**config.mk**
```make
export PLATFORM = sky130hd
export DESIGN_NAME = sig_hash_gen
export DESIGN_NICKNAME = d
export VERILOG_FILES = /design/src/rtl/sig_hash_pkg.sv /design/src/rtl/route_cfg_reg.sv /design/src/rtl/word_concentrator.sv /design/src/rtl/gf2_xor_matrix.sv /design/src/rtl/sig_hash_gen.sv
export SDC_FILE = /design/constraint.sdc
export NUM_CORES = 1
export LEC_CHECK = 0
export BUFFER_PORTS_ARGS = -buffer_cell sky130_fd_sc_hd__clkbuf_2
export CORE_UTILIZATION = 42
export DETAILED_ROUTE_END_ITERATION = 12
export GPL_TIMING_DRIVEN = 0
export PLACE_DENSITY = 0.66
export SYNTH_ARGS = -nofsm -noshare
export SYNTH_HDL_FRONTEND = slang
export SYNTH_SLANG_ARGS = --single-unit
export TNS_END_PERCENT = 20
```
**constraint.sdc**
```tcl
create_clock -name clk -period 5.7 [get_ports clk]
set_input_delay 0.285 -clock clk [delete_from_list [all_inputs] [get_ports clk]]
set_output_delay 0.285 -clock clk [all_outputs]
set_load 0.02 [all_outputs]
```
**src/rtl/sig_hash_pkg.sv**
```systemverilog
// Shared constants for the signature generator.
// Assumes concentrator granularity is fixed at one byte.
package sig_hash_pkg;
    localparam int WORD_W = 8;
endpackage

```
**src/rtl/route_cfg_reg.sv**
```systemverilog
// Serially loaded routing table. Shifts toward bit 0, new bit in at the MSB.
// Assumes rst_n is synchronous and active low.
module route_cfg_reg #(
    parameter int               CFG_W     = 16,
    parameter logic [CFG_W-1:0] RESET_VAL = '0
) (
    input  logic             clk,
    input  logic             rst_n,
    input  logic             shift_en,
    input  logic             sdi,
    output logic [CFG_W-1:0] cfg
);
    // Load or hold the routing table.
    always_ff @(posedge clk) begin
        if (!rst_n)        cfg <= RESET_VAL;
        else if (shift_en) cfg <= {sdi, cfg[CFG_W-1:1]};
    end

    // serial bit lands in the MSB
    p_shift_in_r7: assert property (@(posedge clk) disable iff (!rst_n)
        shift_en |=> cfg[CFG_W-1] == $past(sdi));
    // table is stable without a shift
    p_cfg_hold_r7: assert property (@(posedge clk) disable iff (!rst_n)
        !shift_en |=> $stable(cfg));
endmodule

```
**src/rtl/word_concentrator.sv**
```systemverilog
// Routes whole source bytes into output slots by a per-slot index.
// Assumes indices at or above SRC_WORDS mean "no source" and yield zero.
module word_concentrator
    import sig_hash_pkg::*;
#(
    parameter int SRC_WORDS = 8,
    parameter int SEL_WORDS = 4,
    parameter int IDX_W     = 4,
    localparam int SRC_W    = SRC_WORDS * WORD_W,
    localparam int SEL_W    = SEL_WORDS * WORD_W,
    localparam int MAP_W    = SEL_WORDS * IDX_W
) (
    input  logic [SRC_W-1:0] src_vec,
    input  logic [MAP_W-1:0] sel_map,
    output logic [SEL_W-1:0] conc_vec
);
    for (genvar k = 0; k < SEL_WORDS; k++) begin : g_slot
        logic [IDX_W-1:0]  idx;
        logic [WORD_W-1:0] slot;
        assign idx = sel_map[k*IDX_W +: IDX_W];

        // Pick the matching source byte, zero if none matches.
        always_comb begin
            slot = '0;
            for (int j = 0; j < SRC_WORDS; j++) begin
                if (idx == IDX_W'(j)) slot = src_vec[j*WORD_W +: WORD_W];
            end
        end
        assign conc_vec[k*WORD_W +: WORD_W] = slot;

        // out-of-range index contributes a zero byte
        always_comb begin
            if (int'(idx) >= SRC_WORDS) begin
                p_oor_zero_r3: assert (conc_vec[k*WORD_W +: WORD_W] == '0);
            end
        end
    end
endmodule

```
**src/rtl/gf2_xor_matrix.sv**
```systemverilog
// GF(2) matrix-vector product: one XOR reduction tree per row.
// Assumes ROWS is sparse and full rank; both are left to whoever picks it.
module gf2_xor_matrix #(
    parameter int                          IN_W  = 32,
    parameter int                          OUT_W = 8,
    parameter logic [OUT_W-1:0][IN_W-1:0]  ROWS  = '0
) (
    input  logic [IN_W-1:0]  vec_in,
    output logic [OUT_W-1:0] sig
);
    for (genvar r = 0; r < OUT_W; r++) begin : g_row
        // Parity of the taps selected by this row.
        assign sig[r] = ^(vec_in & ROWS[r]);
    end

    // a zero vector hashes to zero in a linear map
    always_comb begin
        if (vec_in == '0) begin
            p_zero_in_r4: assert (sig == '0);
        end
    end
endmodule

```
**src/rtl/sig_hash_gen.sv**
```systemverilog
// Top: routing table, byte concentrator, XOR matrix, signature register.
// Assumes HASH_ROWS is full rank; capture is blocked while the table loads.
module sig_hash_gen
    import sig_hash_pkg::*;
#(
    parameter int SRC_WORDS = 8,
    parameter int SEL_WORDS = 4,
    parameter int IDX_W     = 4,
    parameter int SIG_W     = 8,
    parameter logic [SIG_W-1:0][SEL_WORDS*WORD_W-1:0] HASH_ROWS = {
        32'h10804004, 32'h01080080, 32'h80102400, 32'h20010008,
        32'h02001040, 32'h00408102, 32'h40000210, 32'h08040021}
) (
    input  logic                        clk,
    input  logic                        rst_n,
    input  logic [SRC_WORDS*WORD_W-1:0] mon_vec,
    input  logic                        mon_en,
    input  logic                        cfg_sdi,
    input  logic                        cfg_shift,
    output logic [SIG_W-1:0]            sig_out,
    output logic                        sig_valid
);
    localparam int SEL_W = SEL_WORDS * WORD_W;
    localparam int CFG_W = SEL_WORDS * IDX_W;

    // Identity routing: slot k takes source word k.
    function automatic logic [CFG_W-1:0] ident_map();
        logic [CFG_W-1:0] m = '0;
        for (int k = 0; k < SEL_WORDS; k++) m[k*IDX_W +: IDX_W] = IDX_W'(k);
        return m;
    endfunction
    localparam logic [CFG_W-1:0] CFG_RESET = ident_map();

    logic [CFG_W-1:0] route_map;
    logic [SEL_W-1:0] conc_vec;
    logic [SIG_W-1:0] sig_next;

    route_cfg_reg #(.CFG_W(CFG_W), .RESET_VAL(CFG_RESET)) u_cfg (
        .clk(clk), .rst_n(rst_n), .shift_en(cfg_shift), .sdi(cfg_sdi), .cfg(route_map));

    word_concentrator #(.SRC_WORDS(SRC_WORDS), .SEL_WORDS(SEL_WORDS), .IDX_W(IDX_W)) u_conc (
        .src_vec(mon_vec), .sel_map(route_map), .conc_vec(conc_vec));

    gf2_xor_matrix #(.IN_W(SEL_W), .OUT_W(SIG_W), .ROWS(HASH_ROWS)) u_hash (
        .vec_in(conc_vec), .sig(sig_next));

    // Capture the signature on enabled cycles that are not loading.
    always_ff @(posedge clk) begin
        if (!rst_n) begin
            sig_out   <= '0;
            sig_valid <= 1'b0;
        end else begin
            sig_valid <= mon_en && !cfg_shift;
            if (mon_en && !cfg_shift) sig_out <= sig_next;
        end
    end

    // idle cycle holds the signature and drops valid
    p_idle_hold_r6: assert property (@(posedge clk) disable iff (!rst_n)
        !mon_en |=> !sig_valid && $stable(sig_out));
    // loading blocks capture
    p_shift_block_r8: assert property (@(posedge clk) disable iff (!rst_n)
        cfg_shift |=> !sig_valid && $stable(sig_out));
    // valid only follows an enabled, non-loading edge
    p_valid_src_r5: assert property (@(posedge clk) disable iff (!rst_n)
        (mon_en && !cfg_shift) |=> sig_valid);
endmodule

```
==> results of run 1 <==
layer usage:
metal | global-route usage, % | vias up
li1 | - | 1310
met1 | 34.5 | 1402
met2 | 42.6 | 147
met3 | 2.73 | 14
met4 | 6.86 | 0
met5 | 0 | -
registers in the layout, summed over array words and instances (netlist names):
name,count
sig_out,8
u_cfg.cfg,16
sig_valid,1
logic make-up after synthesis:
logic type | count (synthesis) | share of synthesized area, %
flip-flops | 25 | 16.2
buffers and inverters | 36 | 7.37
AND/OR/NAND/NOR | 80 | 12.6
AO/OA/AOI/OAI | 51 | 11.5
multiplexers | 87 | 46.4
XOR/XNOR | 19 | 5.83
power by group through the flow:
stage | registers (mW) | logic, mW | clock network (mW)
finish | 0.195 | 0.296 | 0.112
global route | 0.197 | 0.315 | 0.120
CTS | 0.195 | 0.291 | 0.116
detailed placement | 0.199 | 0.290 | 0
global placement | 0.199 | 0.284 | 0
floorplan | 0.206 | 0.192 | 0
critical path: stages, from the launching register on:
cell      delay [ns]
dfxtp_1         0.47
buf_4           0.28
buf_4           0.24
nor3b_1         0.07
a21oi_1         0.14
o22ai_1         0.10
a311oi_1        0.43
xnor2_1         0.27
o22ai_1         0.13
through the flow:
step,instance area [um2],worst slack [ns]
after floorplan,3090,3.77
after detailed placement,3590,3.53
after global routing,3640,3.34
after CTS,3640,3.51
final,3640,3.45
after global placement,3590,3.52
path summary, 6_finish.rpt:
kind | to | slack, ns | start
worst min-delay path | u_cfg.cfg[15] | 0.27 | cfg_sdi
worst min register to register | sig_out[5] | 0.47 | sig_out[5]
worst max register to register | sig_out[1] | 3.45 | u_cfg.cfg[0]
worst max-delay path | sig_out[1] | 3.45 | u_cfg.cfg[0]
synthesized netlist by cell type (8+ instances only):
| cell type | n | share of area [%] |
|---|---|---|
| xor2_1 | 8 | 2.3 |
| nand2_1 | 28 | 3.4 |
| buf_2 | 8 | 1.3 |
| o22ai_1 | 10 | 2.0 |
| buf_6 | 8 | 2.9 |
| clkbuf_1 | 10 | 1.2 |
| mux4_2 | 39 | 28 |
| nor2b_1 | 17 | 3.4 |
| mux2i_1 | 38 | 12 |
| dfxtp_1 | 25 | 16 |
| a21oi_1 | 9 | 1.5 |
| xnor2_1 | 10 | 2.8 |
| nor2_1 | 20 | 2.4 |
layout make-up:
class	count	area share, %
well taps	96	3.30
multi-input cells	237	64.9
repair buffers	76	10.5
plain buffers	32	5.84
flip-flops and latches	25	13.8
clock buffers	3	1.13
inverters	4	0.413
clock inverters	1	0.206
==> impl_metrics.csv, run 1 <==
group,metric,value,unit
run_status,status,"completed",
clock_network,htreeDepth,1,
grt,grt_pass1_vias,2795,
floorplan,ioPinCount,78,
clock_network,ctsHoldBuffers,0,
pwr,switchingPower,0.221,mW
floorplan,coreArea,0.00694,mm2
timing,period_minus_slack,2.25,ns
detailed_routing,firstDrtPassIters,5,
grt,grt_pass1_wl,14.6,mm
grt,grt_max_degree,16,
pwr,swShare,36.6,%
critical_path,cp-start-kind,"flop",
grt,track_usage,25.2,%
clock_network,path_clk_slew,0.10,ns
placed_design,globalplace.congestion,0.870,
pwr,leakage,1.47,nW
floorplan,die_x,87.8,um
final_layout,seq_area,500,um2
worst_hold_path,min_path_type,"in2reg",
detailed_routing,wl_met1,4.02,mm
timing,slew_viol_final,0,
timing,max_freq,445,MHz
detailed_routing,wl_met3,743,um
pwr,p_seq_share,32.3,%
floorplan,die_y,87.8,um
pwr,clkPwrFrac,18.7,%
placed_design,dpl.hpwl,7.26,mm
placed_design,dp_cells,470,
final_layout,fin_nets,448,
timing,fin_setup_tns,0,ns
final_layout,nFillCells,653,
clock_network,cts_inserted_buffers,3,
timing,setup_viol_count_final,0,
final_layout,area_growth,17.8,%
final_layout,final_cell_mix,"76 x clkbuf_2, 39 x mux4_2, 38 x mux2i_1, 28 x nand2_1, 25 x dfxtp_1",
timing,hold_slack,0.273,ns
critical_path,end_kind,"flop",
timing,skew,0.00649,ns
detailed_routing,wl_met2,4.53,mm
timing,worstMarginPinSlew,0.843,ns
synthesis,synth_seq_cells,25,
detailed_routing,dr_total_vias,2873,
detailed_routing,routed.top_layer,"met4",
pwr,ir_drop,0.0000947,V
critical_path,worstRegToRegCells,8,
timing,rsz0062_at_grt,"false",
timing,slew_headroom,43.8,%
grt,antenna_found_initial,0,
synthesis,syn_nets,367,
timing,post-route-period-util,39.4,%
detailed_routing,viasPerCell,6.06,
clock_network,cts_num_sinks,25,
critical_path,cp_max_fo,10,
detailed_routing,drtIter0Drc,271,
synthesis,synth-main-ff-cell,"dfxtp_1",
clock_network,clk_path_buf_depth,2,
pwr,p_comb_share,49.0,%
worst_hold_path,hold_depth,3,
floorplan,die_area,0.00771,mm2
pwr,p_int,0.382,mW
synthesis,synth-edff-count,0,
critical_path,arrival,2.40,ns
floorplan,rows,30,
final_layout,drive_above_1_share,38.9,%
final_layout,finalNonFillerCells,474,
final_layout,final_common_cell,"clkbuf_2",
timing,hold_viol_final,0,
pwr,p_per_area,166,mW/mm2
synthesis,synthCells,298,
synthesis,async_flop_share,0,%
clock_network,clock_latency,0.28,ns
final_layout,antenna_cells,0,
detailed_routing,antenna_left,0,
synthesis,syn_avg_cell_area,10.4,um2
clock_network,cts_root_buf,"clkbuf_8",
synthesis,seq_area_frac_synth,16.2,%
detailed_routing,post-route-drc-count,0,
critical_path,crit_type,"reg2reg",
synthesis,synth.cell_area,0.00309,mm2
synthesis,synth_cell_types,51,
clock_network,postCtsResizedCells,0,
clock_network,post_cts.repair.setup_buffers,0,
detailed_routing,drt-total-wl,9.42,mm
critical_path,crit_required,5.85,ns
final_layout,fin_util,52.4,%
floorplan,initial_core_util,44.5,%
placed_design,port_buffers,76,
clock_network,cts_tree,"done",
synthesis,synth_warnings,0,
grt,grt_overflow,0,
job,drv_cap,0,
detailed_routing,wl_per_cell,19.9,um
final_layout,multi_input_area,0.00236,mm2
pwr,p_total,0.603,mW
Note: power is estimated with default switching activity, not from simulation.
==> run 2: changes to the inputs <==
--- a/config.mk
+++ b/config.mk
@@ -9,7 +9,7 @@
 export CORE_UTILIZATION = 42
 export DETAILED_ROUTE_END_ITERATION = 12
 export GPL_TIMING_DRIVEN = 0
-export PLACE_DENSITY = 0.66
+export PLACE_DENSITY = 0.68
 export SYNTH_ARGS = -nofsm -noshare
 export SYNTH_HDL_FRONTEND = slang
 export SYNTH_SLANG_ARGS = --single-unit
==> constraint.sdc (replaced) <==
create_clock -name clk -period 1.87 [get_ports clk]
set_input_delay 0.0935 -clock clk [delete_from_list [all_inputs] [get_ports clk]]
set_output_delay 0.0935 -clock clk [all_outputs]
set_load 0.02 [all_outputs]
==> impl_metrics.csv, run 2 (same netlist as run 1, synthesis figures left out) <==
group,metric,value,unit
final_layout,drive_above_1_share,47.1,%
floorplan,rows,30,
grt,grt_pass1_vias,2849,
final_layout,largest_register,"u_cfg.cfg",
floorplan,die_x,87.8,um
timing,rsz0062_at_grt,"true",
placed_design,globalplace.congestion,0.896,
detailed_routing,drtIter0Drc,238,
floorplan,die_area,0.00771,mm2
timing,period_minus_slack,2.07,ns
grt,grt_overflow,0,
detailed_routing,post-route-drc-count,0,
job,drv_cap,0,
final_layout,multi_input_area,0.00244,mm2
clock_network,cts_root_buf,"clkbuf_8",
timing,fin_ws,-0.201,ns
pwr,p_total,1.94,mW
critical_path,crit_family,"multiplexers",
detailed_routing,wl_per_cell,20.2,um
detailed_routing,viasPerCell,6.03,
final_layout,final_cell_mix,"79 x clkbuf_2, 40 x mux4_2, 37 x mux2i_1, 28 x nand2_1",
final_layout,antenna_cells,0,
floorplan,coreArea,0.00694,mm2
final_layout,area_growth,27.4,%
critical_path,critPathBufInv,2,
final_layout,fin_util,56.7,%
critical_path,cp-start-kind,"flop",
final_layout,fin_area,0.00394,mm2
placed_design,dp_slack,-0.270,ns
detailed_routing,dr_total_vias,2938,
clock_network,cts_inserted_buffers,3,
worst_hold_path,min_path_type,"in2reg",
floorplan,initial_core_util,44.5,%
clock_network,cts_tree,"done",
final_layout,seq_area,509,um2
final_layout,nFillCells,627,
timing,worstMarginPinSlew,0.723,ns
pwr,leakage,1.63,nW
clock_network,clock_latency,0.27,ns
floorplan,die_y,87.8,um
placed_design,port_buffers,76,
floorplan,ioPinCount,78,
run_status,violations,"negative setup slack",
timing,post-route-period-util,111,%
critical_path,end_kind,"flop",
pwr,p_per_area,492,mW/mm2
placed_design,dpl.hpwl,7.21,mm
timing,slew_headroom,51.8,%
clock_network,htreeDepth,1,
clock_network,cts_num_sinks,25,
run_status,status,"finished with violations",
final_layout,final_common_cell,"clkbuf_2",
placed_design,dpl_cell_area,0.00360,mm2
grt,grt_pass1_wl,14.9,mm
critical_path,crit_type,"reg2reg",
final_layout,reg.largest.list,"u_cfg.cfg x16, sig_out x8, sig_valid x1",
detailed_routing,antenna_left,0,
grt,grt_max_degree,15,
timing,setup_viol_count_final,8,
grt,antenna_found_initial,0,
critical_path,slowest_stage,"mux4_2",
pwr,ir_drop,0.000278,V
critical_path,arrival,2.22,ns
clock_network,path_clk_slew,0.09,ns
final_layout,fin_nets,461,
critical_path,cp_max_fo,6,
final_layout,largest_reg_flops,16,
timing,hold_viol_final,0,
critical_path,path_cells,"buf_8 -> buf_12 -> mux4_2 -> mux2i_1 -> nor2_1 -> xor2_1 -> xnor2_1 -> o22ai_1",
clock_network,clk_path_buf_depth,2,
timing,skew,0.00335,ns
timing,max_freq,483,MHz
clock_network,ctsHoldBuffers,0,
critical_path,cp_slowest_stage_delay,0.50,ns
detailed_routing,drt-total-wl,9.83,mm
grt,track_usage,26.0,%
detailed_routing,firstDrtPassIters,4,
critical_path,crit_required,2.02,ns
timing,slew_viol_final,0,
run 2: cell count changes in the layout (fill, tap and decap cells not counted), sizes merged:
cell / change
clkinvlp: -1
bufbuf: +1
clkbuf: -1
buf: +13
clkinv: +1
run 2: final timing paths:
path / startpoint / slack, ns / to / depth (start not counted)
setup reg to reg: u_cfg.cfg[8] / -0.20 / sig_out[2] / 8
hold / removal: cfg_sdi / 0.08 / u_cfg.cfg[15] / 3
setup / recovery: u_cfg.cfg[8] / -0.20 / sig_out[2] / 8
hold reg to reg: sig_out[0] / 0.47 / sig_out[0] / 2
run 2: through the flow:
stage | hold WS [ns] | TNS (ns) | instances
5_1_grt | 0.102 | -1.66 | 487
3_5_place_dp | 0.367 | -1.71 | 470
2_1_floorplan | 0.252 | 0 | 298
4_1_cts | 0.0814 | -0.957 | 485
3_3_place_gp | 0.357 | -1.59 | 470
6_report | 0.0801 | -0.976 | 487
run 2: final cells by class:
class | instances | share of cell area [%]
repair buffers | 90 | 13.6
clock inverters | 1 | 0.127
clock buffers | 3 | 1.05
flip-flops and latches | 25 | 12.9
plain buffers | 31 | 6.90
multi-input cells | 237 | 62.0
well taps | 96 | 3.05
inverters | 4 | 0.381
run 2: power by group:
part | switching, mW | internal [mW] | leakage (nW) | total (mW)
Clock | 0.176 | 0.149 | 0.0255 | 0.326
Combinational | 0.491 | 0.523 | 1.40 | 1.01
Sequential | 0.0271 | 0.571 | 0.207 | 0.598
Total | 0.694 | 1.24 | 1.63 | 1.94
run 2: what timing repair did:
action                                  in CTS  in global routing
endpoints found under the setup margin       8                  8
gates resized for setup                     26                 17
pin swaps                                    7                 12
setup buffers                                9                  2
cloned                                       3                  0
run 2: per-layer routing:
layer,track usage [%],routed length [um],share of wire [%]
met2,45.5,4960,50
met5,0,0,0
met4,8.64,233,2.4
met3,6.31,745,7.6
met1,31.3,3890,40
run 2: worst register-to-register path, stage by stage, from the launching register on:
cell	delay, ns
dfxtp_2	0.34
buf_8	0.14
buf_12	0.14
mux4_2	0.50
mux2i_1	0.20
nor2_1	0.08
xor2_1	0.31
xnor2_1	0.17
o22ai_1	0.08
==> run 3: changes to the inputs <==
--- a/config.mk
+++ b/config.mk
@@ -5,11 +5,15 @@
 export SDC_FILE = /design/constraint.sdc
 export NUM_CORES = 1
 export LEC_CHECK = 0
+export ABC_CLOCK_PERIOD_IN_PS = 1870
 export BUFFER_PORTS_ARGS = -buffer_cell sky130_fd_sc_hd__clkbuf_2
-export CORE_UTILIZATION = 42
+export CELL_PAD_IN_SITES_DETAIL_PLACEMENT = 1
+export CELL_PAD_IN_SITES_GLOBAL_PLACEMENT = 2
+export CORE_UTILIZATION = 31
 export DETAILED_ROUTE_END_ITERATION = 12
 export GPL_TIMING_DRIVEN = 0
-export PLACE_DENSITY = 0.68
+export PLACE_DENSITY_LB_ADDON = 0.1
+export RECOVER_POWER = 50
 export SYNTH_ARGS = -nofsm -noshare
 export SYNTH_HDL_FRONTEND = slang
 export SYNTH_SLANG_ARGS = --single-unit
==> impl_metrics.csv, run 3 (same netlist as run 1, synthesis figures left out) <==
group,metric,value,unit
run_status,status,"finished with violations",
run_status,violations,"negative setup slack",
worst_hold_path,min_path_type,"in2reg",
final_layout,final_cell_mix,"70 x clkbuf_2, 39 x mux4_2, 36 x mux2i_1, 28 x nand2_1",
floorplan,rows,36,
clock_network,path_clk_slew,0.10,ns
job,drv_cap,0,
timing,slew_viol_final,0,
worst_hold_path,whs_endpoint,"u_cfg.cfg[15]",
floorplan,initial_core_util,31.8,%
critical_path,r2r-end,"sig_out[3]",
grt,grt_overflow,0,
pwr,ir_drop,0.000260,V
timing,period_minus_slack,2.04,ns
timing,fin_setup_tns,-1.14,ns
clock_network,cts_num_sinks,25,
detailed_routing,firstDrtPassIters,4,
final_layout,antenna_cells,0,
critical_path,setup.worst_path.start,"u_cfg.cfg[4]",
worst_hold_path,worstHoldStart,"cfg_sdi",
clock_network,cts_root_buf,"clkbuf_8",
critical_path,arrival,2.19,ns
floorplan,die_y,102,um
clock_network,cts_inserted_buffers,3,
grt,grt_pass1_wl,16.7,mm
placed_design,dpl.hpwl,8.37,mm
critical_path,crit_required,2.02,ns
detailed_routing,post-route-drc-count,0,
critical_path,crit_type,"reg2reg",
final_layout,area_growth,28.5,%
final_layout,fin_nets,461,
timing,slew_headroom,47.1,%
final_layout,largest_register,"u_cfg.cfg",
clock_network,ctsHoldBuffers,0,
critical_path,reg2reg_slack,-0.17,ns
clock_network,htreeDepth,1,
placed_design,globalplace.congestion,0.779,
final_layout,reg.largest.list,"u_cfg.cfg x16, sig_out x8, sig_valid x1",
clock_network,cts_tree,"done",
placed_design,port_buffers,76,
floorplan,die_x,102,um
clock_network,clk_path_buf_depth,2,
timing,post-route-period-util,109,%
detailed_routing,viasPerCell,5.43,
final_layout,drive_above_1_share,43.5,%
final_layout,final_common_cell,"clkbuf_2",
grt,grt_pass1_vias,2764,
grt,grt_max_degree,15,
final_layout,finalNonFillerCells,524,
grt,antenna_found_initial,0,
timing,hold_viol_final,0,
timing,fin_ws,-0.165,ns
floorplan,coreArea,0.00973,mm2
worst_hold_path,hold_depth,3,
pwr,leakage,1.59,nW
critical_path,cp_max_fo,4,
final_layout,fin_util,40.8,%
critical_path,cp-start-kind,"flop",
detailed_routing,wl_per_cell,21.4,um
final_layout,largest_reg_flops,16,
floorplan,die_area,0.0104,mm2
detailed_routing,drtIter0Drc,88,
timing,skew,0.00375,ns
pwr,p_total,1.96,mW
final_layout,nFillCells,1135,
detailed_routing,dr_total_vias,2843,
critical_path,r2r_start,"u_cfg.cfg[4]",
pwr,p_per_area,494,mW/mm2
timing,worstMarginPinSlew,0.793,ns
critical_path,end_kind,"flop",
timing,setup_viol_count_final,8,
grt,track_usage,22.3,%
detailed_routing,antenna_left,0,
timing,hold_slack,0.0808,ns
timing,rsz0062_at_grt,"true",
placed_design,dp_cells,507,
floorplan,ioPinCount,78,
clock_network,clock_latency,0.27,ns
timing,max_freq,491,MHz
detailed_routing,drt-total-wl,11.2,mm
critical_path,worstRegToRegCells,8,
## run 3: area by class of cell
| type | count | area, um2 | area share, % |
|---|---|---|---|
| Buffer | 31 | 268 | 6.74 |
| Clock buffer | 3 | 41.3 | 1.04 |
| Clock inverter | 1 | 5.00 | 0.126 |
| Inverter | 4 | 15.0 | 0.378 |
| Multi-Input combinational cell | 237 | 2430 | 61.2 |
| Sequential cell | 25 | 514 | 13.0 |
| Tap cell | 133 | 166 | 4.19 |
| Timing Repair Buffer | 90 | 532 | 13.4 |
## run 3: worst max-delay path, cell delays in order (launching register included)
cell,delay (ns)
dfxtp_4,0.38
buf_12,0.11
buf_16,0.11
mux4_1,0.54
mux2i_1,0.18
nor2_1,0.07
xor2_1,0.24
xnor2_2,0.18
o22ai_1,0.10
## run 3: stage by stage
step	setup slack (ns)	area, um2
after global placement	-0.409	3640
after floorplan	0.0174	3100
after detailed placement	-0.420	3640
after CTS	-0.181	3910
after global routing	-0.272	3970
final	-0.165	3970
## run 3: worst max path at each step
| stage | cells after the start | to |
|---|---|---|
| 2_1_floorplan | 7 | sig_out[5] |
| 3_3_place_gp | 8 | sig_out[7] |
| 3_5_place_dp | 7 | sig_out[3] |
| 4_1_cts | 8 | sig_out[7] |
| 5_1_grt | 8 | sig_out[7] |
| 6_report | 8 | sig_out[3] |
## run 3: metal layers
metal / GRT usage, % / vias up / part of all wire, %
met3: 1.03 / 4 / 3.5
met4: 3.63 / 0 / 0.63
met5: 0 / - / 0
met2: 37.8 / 80 / 49
met1: 32.0 / 1419 / 47
li1: - / 1340 / -
## run 3: repair_timing
item,in CTS,in global routing
pin swaps,7,10
setup buffers,9,4
gates cloned,1,0
resized for setup,29,8
setup endpoints to repair,8,8
## run 3: power breakdown
group	switching, mW	leakage (nW)	internal [mW]	total [mW]
combinational	0.503	1.36	0.518	1.02
clock	0.192	0.0255	0.149	0.341
sequential	0.0286	0.207	0.569	0.598
